**config.mk**
```make
export PLATFORM = sky130hd
export DESIGN_NAME = cla16_two_level
export DESIGN_NICKNAME = d
export VERILOG_FILES = /design/src/rtl/cla16_pkg.sv /design/src/rtl/cla_pg_cell.sv /design/src/rtl/cla_lookahead_unit.sv /design/src/rtl/cla_group.sv /design/src/rtl/cla16_two_level.sv
export SDC_FILE = /design/constraint.sdc
export NUM_CORES = 1
export LEC_CHECK = 0
export BUFFER_PORTS_ARGS = -buffer_cell sky130_fd_sc_hd__clkbuf_2
export CAP_MARGIN = 15
export CORE_UTILIZATION = 30
export DETAILED_ROUTE_END_ITERATION = 6
export SYNTH_ARGS = -nofsm -noshare
export SYNTH_HDL_FRONTEND = slang
export SYNTH_SLANG_ARGS = --single-unit
```
**constraint.sdc**
```tcl
create_clock -name vclk -period 3.3
set_clock_uncertainty 0.1 [all_clocks]
set_input_delay 0.66 -clock vclk [all_inputs]
set_output_delay 0.66 -clock vclk [all_outputs]
set_load 0.05 [all_outputs]
```
**src/rtl/cla16_pkg.sv**
```systemverilog
// Package cla16_pkg
// Shared sizing for the two-level lookahead adder.
// Assumes the word is an exact number of slices.
package cla16_pkg;
    localparam int GRP_BITS  = 4;                     // bits per first-level slice
    localparam int GRP_COUNT = 4;                     // slices under the second level
    localparam int WORD_BITS = GRP_BITS * GRP_COUNT;  // total operand width
endpackage

```
**src/rtl/cla_pg_cell.sv**
```systemverilog
// Module cla_pg_cell
// Forms per-bit generate (AND) and propagate (OR) terms for a vector.
// Assumes known-valued operand bits.
module cla_pg_cell #(
    parameter int N = 4
) (
    input  logic [N-1:0] op_a,
    input  logic [N-1:0] op_b,
    output logic [N-1:0] gen,
    output logic [N-1:0] prop
);
    genvar i;
    generate
        for (i = 0; i < N; i++) begin : g_bit
            // one bit's carry terms
            assign gen[i]  = op_a[i] & op_b[i];
            assign prop[i] = op_a[i] | op_b[i];
        end
    endgenerate

    // A generating bit always also propagates.
    always_comb begin
        for (int k = 0; k < N; k++) begin
            AST_GEN_IMPLIES_PROP: assert (!gen[k] || prop[k]) else $error("gen without prop");
        end
    end
endmodule

```
**src/rtl/cla_lookahead_unit.sv**
```systemverilog
// Module cla_lookahead_unit
// Expanded sum-of-products lookahead over N generate/propagate pairs.
// Produces every carry (carry[0] is the input carry) and the block P/G.
// Used both inside a slice (bit level) and across slices (second level).
// Assumes N stays small (the product terms grow as N squared).
module cla_lookahead_unit #(
    parameter int N = 4
) (
    input  logic [N-1:0] gen,
    input  logic [N-1:0] prop,
    input  logic         cin,
    output logic [N:0]   carry,
    output logic         prop_all,
    output logic         gen_all
);
    // block propagate: every position passes a carry
    always_comb begin
        prop_all = 1'b1;
        for (int m = 0; m < N; m++) prop_all = prop_all & prop[m];
    end

    // block generate: OR of each generate masked by all propagates above it
    always_comb begin
        logic term;
        gen_all = 1'b0;
        for (int j = 0; j < N; j++) begin
            term = gen[j];
            for (int m = j + 1; m < N; m++) term = term & prop[m];
            gen_all = gen_all | term;
        end
    end

    // every carry as a flat sum of products, none derived from another
    always_comb begin
        logic term;
        logic acc;
        carry    = '0;
        carry[0] = cin;
        for (int k = 1; k <= N; k++) begin
            acc = cin;
            for (int m = 0; m < k; m++) acc = acc & prop[m];
            for (int j = 0; j < k; j++) begin
                term = gen[j];
                for (int m = j + 1; m < k; m++) term = term & prop[m];
                acc = acc | term;
            end
            carry[k] = acc;
        end
    end

    // The top carry agrees with the block terms.
    always_comb begin
        AST_TOP_CARRY_PG: assert (carry[N] == (gen_all | (prop_all & cin))) else $error("top carry mismatch");
        AST_GEN_FORCES_CARRY: assert (!gen_all || carry[N]) else $error("generate without carry");
    end
endmodule

```
**src/rtl/cla_group.sv**
```systemverilog
// Module cla_group
// One first-level slice: bit P/G, slice P/G, internal carries and sums.
// Assumes its carry input arrives from the second-level unit.
module cla_group #(
    parameter int N = 4
) (
    input  logic [N-1:0] op_a,
    input  logic [N-1:0] op_b,
    input  logic         cin,
    output logic [N-1:0] sum,
    output logic         cout,
    output logic         grp_prop,
    output logic         grp_gen
);
    logic [N-1:0] bit_gen;
    logic [N-1:0] bit_prop;
    logic [N:0]   carries;

    cla_pg_cell #(.N(N)) u_pg (
        .op_a (op_a),
        .op_b (op_b),
        .gen  (bit_gen),
        .prop (bit_prop)
    );

    cla_lookahead_unit #(.N(N)) u_la (
        .gen      (bit_gen),
        .prop     (bit_prop),
        .cin      (cin),
        .carry    (carries),
        .prop_all (grp_prop),
        .gen_all  (grp_gen)
    );

    // sum bits from operands and lookahead carries
    assign sum  = op_a ^ op_b ^ carries[N-1:0];
    assign cout = carries[N];

    // The slice result matches plain arithmetic.
    always_comb begin
        AST_GROUP_SUM: assert ({cout, sum} == ({1'b0, op_a} + {1'b0, op_b} + {{N{1'b0}}, cin})) else $error("slice sum");
    end
endmodule

```
**src/rtl/cla16_two_level.sv**
```systemverilog
// Module cla16_two_level
// Top: four 4-bit lookahead slices under a second-level lookahead unit.
// Exports the whole-word P/G for cascading. Purely combinational.
// Assumes known-valued inputs.
module cla16_two_level
    import cla16_pkg::*;
(
    input  logic [15:0] a,
    input  logic [15:0] b,
    input  logic        c_in,
    output logic [15:0] sum,
    output logic        c_out,
    output logic        blk_prop,
    output logic        blk_gen
);
    logic [GRP_COUNT-1:0] g_prop;
    logic [GRP_COUNT-1:0] g_gen;
    logic [GRP_COUNT-1:0] g_cout;
    logic [GRP_COUNT:0]   g_carry;

    genvar s;
    generate
        for (s = 0; s < GRP_COUNT; s++) begin : g_slice
            cla_group #(.N(GRP_BITS)) u_grp (
                .op_a     (a[s*GRP_BITS +: GRP_BITS]),
                .op_b     (b[s*GRP_BITS +: GRP_BITS]),
                .cin      (g_carry[s]),
                .sum      (sum[s*GRP_BITS +: GRP_BITS]),
                .cout     (g_cout[s]),
                .grp_prop (g_prop[s]),
                .grp_gen  (g_gen[s])
            );
        end
    endgenerate

    cla_lookahead_unit #(.N(GRP_COUNT)) u_level2 (
        .gen      (g_gen),
        .prop     (g_prop),
        .cin      (c_in),
        .carry    (g_carry),
        .prop_all (blk_prop),
        .gen_all  (blk_gen)
    );

    // carry-out is the second level's top carry
    assign c_out = g_carry[GRP_COUNT];

    // Slice-internal carry-outs agree with second-level carries; word sum is exact.
    always_comb begin
        for (int k = 0; k < GRP_COUNT; k++) begin
            AST_SLICE_HANDOFF: assert (g_cout[k] == g_carry[k+1]) else $error("slice handoff");
        end
        AST_WORD_SUM: assert ({c_out, sum} == ({1'b0, a} + {1'b0, b} + {16'd0, c_in})) else $error("word sum");
        AST_BLK_PROP: assert (blk_prop == (&(a | b))) else $error("block propagate");
    end
endmodule

```
---- Word level (Yosys, flattened, before mapping) ----
Cells that the tools add are included.
Widths: inputs -> output; s select.
storage, ports and cells
  bits in registers ....................... 0
  input bits .............................. 33
  output and inout port bits .............. 19
  word-level logic and storage cells ...... 150
operators by class
  bitwise operators ....................... 150
operator list
  operator     count
  $and 1x1->1  77
  $or 1x1->1   65
  $xor 4x4->4  8

---- Logic depth before layout (Yosys ltp) ----
  word-level depth ........................ 19
  gate-level depth with buffers ........... 9
  gate-level depth less buffers ........... 9

---- By module ----
Synthesis repeated with hierarchy kept, for this count alone.
second synthesis, totals
  cell total of the unflattened synthesis .. 103
  area total of the unflattened synthesis .. 938.4 µm²
by module, submodules not included
  module              instances  cells each  area each (µm²)  seq. area each (µm²)
  cla_group           4          4           95.1             0.0
  cla_lookahead_unit  5          11          67.6             0.0
  cla_pg_cell         4          8           55.1             0.0

---- Least setup slack after synthesis ----
OpenSTA, ideal clock, no wires.
  kind .................................... input-to-output
  start point ............................. in a[1]
  end point ............................... out sum[11]
  arrival time ............................ 2.785 ns
  data required time ...................... 2.540 ns
  slack ................................... -0.245 ns
  stages .................................. 8
  buffers on the path ..................... 0
  cells stage by stage .................... inv_1 > ha_1 > nor3_1 > nand2_1 > nand3_1 > a21oi_1 > and3_1 > a211oi_1
between the ends
  cells in the longest elaborated chain, start to end .. 17
  elaborated cells on any way between the ends .. 25
  classes of those cells .................. bitwise: 25
RTL lines
  element                       RTL line                  source
  from (decl)                   cla16_two_level.sv:8      input logic [15:0] a,
  $or 1x1->1                    cla_pg_cell.sv:17         assign prop[i] = op_a[i] | op_b[i];
  $and 1x1->1 (3 in a row)      --
  $or 1x1->1 (3 in a row)       cla_lookahead_unit.sv:29  gen_all = gen_all | term;
  $and 1x1->1                   cla_lookahead_unit.sv:44  for (int m = j + 1; m < k; m++) term = term & prop[m];
  $or 1x1->1 (*) (2 in a row)   cla_lookahead_unit.sv:45  acc = acc | term;
  $and 1x1->1 (*) (3 in a row)  --
  $or 1x1->1 (*) (3 in a row)   cla_lookahead_unit.sv:45
  $xor 4x4->4 (*)               cla_group.sv:36           assign sum = op_a ^ op_b ^ carries[N-1:0];
  to (decl)                     cla16_two_level.sv:11     output logic [15:0] sum,
Mark *: on every way between the ends. The rest lies on a longest branch, timed or not.

---- Final worst setup path ----
  start point ............................. in b[0]
  end point ............................... out sum[14]
between the ends
  cells in the longest elaborated chain, start to end .. 17
  elaborated cells on any way between the ends .. 24
  classes of those cells .................. bitwise: 24
RTL lines
  element                       RTL line                  source
  from (decl)                   cla16_two_level.sv:9      input logic [15:0] b,
  $and 1x1->1                   cla_pg_cell.sv:16         assign gen[i] = op_a[i] & op_b[i];
  $and 1x1->1 (3 in a row)      --
  $or 1x1->1 (3 in a row)       cla_lookahead_unit.sv:29
  $and 1x1->1 (2 in a row)      cla_lookahead_unit.sv:44
  $or 1x1->1 (*) (3 in a row)   cla_lookahead_unit.sv:45
  $and 1x1->1 (*) (2 in a row)  --
  $or 1x1->1 (*) (2 in a row)   cla_lookahead_unit.sv:45
  $xor 4x4->4 (*)               cla_group.sv:36
Marked as above.

==> flow_metrics.py <==
metrics = {
    "outcome": {
        "outcome": "finished clean",
    },
    "setup_path": {
        "crit_end": "sum[14]",
        "worstPathRequired_ps": 2540,
        "cp-end-kind": "output port",
        "crit_fanout": 3,
        "worstPathArrival_ps": 2410,
        "startpoint": "b[0]",
        "critPathKind": "input port to output port",
        "startpoint_type": "input port",
    },
    "synthesis": {
        "synth.net_count": 213,
        "synth_area_sq_mm": 0.00109,
        "synth_cells": 144,
        "synth.distinct_cells": 34,
        "yosysWarnings": 0,
        "synth_xor_area_share_pct": 8.82,
        "synth_fa_ha_area_share_pct": 44.0,
        "synth_compound_area_share_pct": 19.6,
        "syn_avg_cell_area_sq_um": 7.59,
        "synth_top_family_by_area": "adder cells",
        "synthSimpleGateAreaFrac_pct": 12.3,
        "synthMuxAreaShare_pct": 0.916,
        "ys_seq_area_share_pct": 0,
    },
    "layout": {
        "layout.nets": 280,
        "nClkBuffers": 0,
        "layout-drive-gt1-share_pct": 41.1,
        "nFlopsAndLatches": 0,
        "final_area_sq_mm": 0.00159,
        "final_cell_mix": "clkbuf_2 (46), inv_1 (41), ha_1 (31)",
        "area_growth_pct": 45.7,
        "diodes": 0,
        "ff_latch_area_sq_um": 0,
        "fillers": 363,
        "final_common_cell": "clkbuf_2",
    },
    "timing": {
        "tightest_slew_ps": 444,
        "fin_setup_tns_ps": 0,
        "timing.hold.ws_ps": 1710,
        "max_freq_mhz": 316,
        "finalHoldViolations": 0,
        "period_needed_ps": 3170,
        "drv_slew": 0,
        "finalSetupViolCount": 0,
        "fin_ws_ps": 131,
        "rsz0062_at_grt": "yes",
        "fin_crit_sh_pct": 96.0,
        "maxSlewHeadroom_pct": 70.0,
    },
    "route": {
        "wire_per_inst_um": 8.69,
        "dr.pass1.iters": 4,
        "route.detailed.drc": 0,
        "drt_iter0_drc": 14,
        "routed_via_density": 4.25,
        "num_vias": 1083,
        "wirelength_um": 2220,
        "final_antenna_net_count": 0,
    },
    "worst_hold_path": {
        "hold_class": "input port to output port",
    },
    "floorplan": {
        "core_area_sq_mm": 0.00342,
        "die_x_um": 62.3,
        "fp.dieH_um": 62.3,
        "num_rows": 21,
        "start_util_pct": 32.0,
        "dieArea_sq_mm": 0.00389,
        "io_pins": 52,
    },
    "grt": {
        "grt.total_usage_pct": 10.9,
        "grt-ovfl-total": 0,
        "grt_pass1_wl_um": 3730,
        "grt_max_degree": 5,
        "antenna_found_initial": 0,
        "grt_pass1_vias": 992,
    },
    "power_and_ir_drop": {
        "leakage_nw": 0.938,
        "clkPwrFrac_pct": 0,
        "cellPowerDensity_mw_per_mm2": 272,
        "p_int_w": 0.000147,
        "switching_share_pct": 66.1,
        "seqPwrFrac_pct": 0,
        "power_frac_comb_pct": 100.0,
        "ir_drop_v": 0.000181,
        "power_switching_w": 0.000286,
    },
    "place": {
        "pre_cts_ws_ps": -16.4,
        "dp.final_hpwl_um": 2030,
        "io_buffers": 52,
        "place.gp.congestion": 0.706,
        "dpl_cell_area_sq_mm": 0.00154,
    },
    "clock_network": {
        "cts_setup_buffers": 0,
    },
    "job": {
        "drv_cap": 0,
    },
}
==> synthesized netlist by cell type (2+ instances only) <==
| master | n | share of area [%] |
|---|---|---|
| nor4_2 | 2 | 2.3 |
| ha_1 | 32 | 37 |
| nor2_1 | 9 | 3.1 |
| nand2_1 | 4 | 1.4 |
| a21o_1 | 2 | 1.4 |
| o21bai_1 | 3 | 2.1 |
| xor2_1 | 8 | 6.4 |
| fa_1 | 4 | 7.3 |
| inv_1 | 41 | 14 |
| o31ai_1 | 2 | 1.4 |
| nor3_1 | 2 | 0.92 |
| nor2b_1 | 2 | 1.1 |
| xnor2_1 | 3 | 2.4 |
| nand2b_1 | 2 | 1.1 |
| a21oi_1 | 9 | 4.1 |
==> cells by family after synthesis <==
logic type,after synthesis
buffers and inverters,42
adder cells (fa/ha/maj),36
AO/OA/AOI/OAI,29
AND/OR/NAND/NOR,25
XOR/XNOR,11
multiplexers,1
==> metal layers <==
metal | part of all wire, % | global-route usage (%) | vias to the layer above
met1 | 48 | 14.5 | 463
met4 | 0 | 0 | 0
met5 | 0 | 0 | -
met3 | 5.0 | 0.368 | 0
li1 | - | - | 584
met2 | 47 | 20.6 | 36
==> worst min-delay path by stage <==
stage	from	endpoint	depth (start not counted)
2_1_floorplan	b[12]	sum[13]	2
3_3_place_gp	c_in	sum[0]	3
3_5_place_dp	c_in	sum[0]	3
4_1_cts	c_in	sum[0]	3
5_1_grt	b[12]	sum[12]	3
6_report	b[12]	sum[12]	3
==> final cells by class <==
| type | count | area, sq um | share of cell area (%) |
|---|---|---|---|
| tap | 46 | 57.6 | 3.62 |
| inverter | 42 | 158 | 9.91 |
| timing repair buffer | 65 | 382 | 24.0 |
| multi-input combinational | 102 | 995 | 62.5 |
==> power groups by stage <==
stage          clock, W  sequential (W)  combinational [W]
2_1_floorplan         0               0           0.000311
3_3_place_gp          0               0           0.000410
3_5_place_dp          0               0           0.000411
4_1_cts               0               0           0.000416
5_1_grt               0               0           0.000464
6_report              0               0           0.000433
==> critical path, cell delays in order <==
cell	delay (ps)
clkbuf_2	110
ha_1	190
nor2b_1	140
o21ai_2	150
a31oi_1	100
a211o_2	360
buf_4	150
a21boi_2	170
xnor2_2	130
clkbuf_4	250
==> stage by stage <==
step	instances	util, %	total power (W)
6_report	255	46.6	0.000433
5_1_grt	255	46.6	0.000464
4_1_cts	255	45.3	0.000416
3_5_place_dp	255	45.2	0.000411
3_3_place_gp	255	45.2	0.000410
2_1_floorplan	144	-	0.000311
==> timing repair <==
action                     in CTS  in global routing
hold buffers                    0                  0
resized for setup               2                 21
pin swaps                       0                  1
setup endpoints to repair       2                  7
Note: power is estimated with default switching activity, not from simulation.
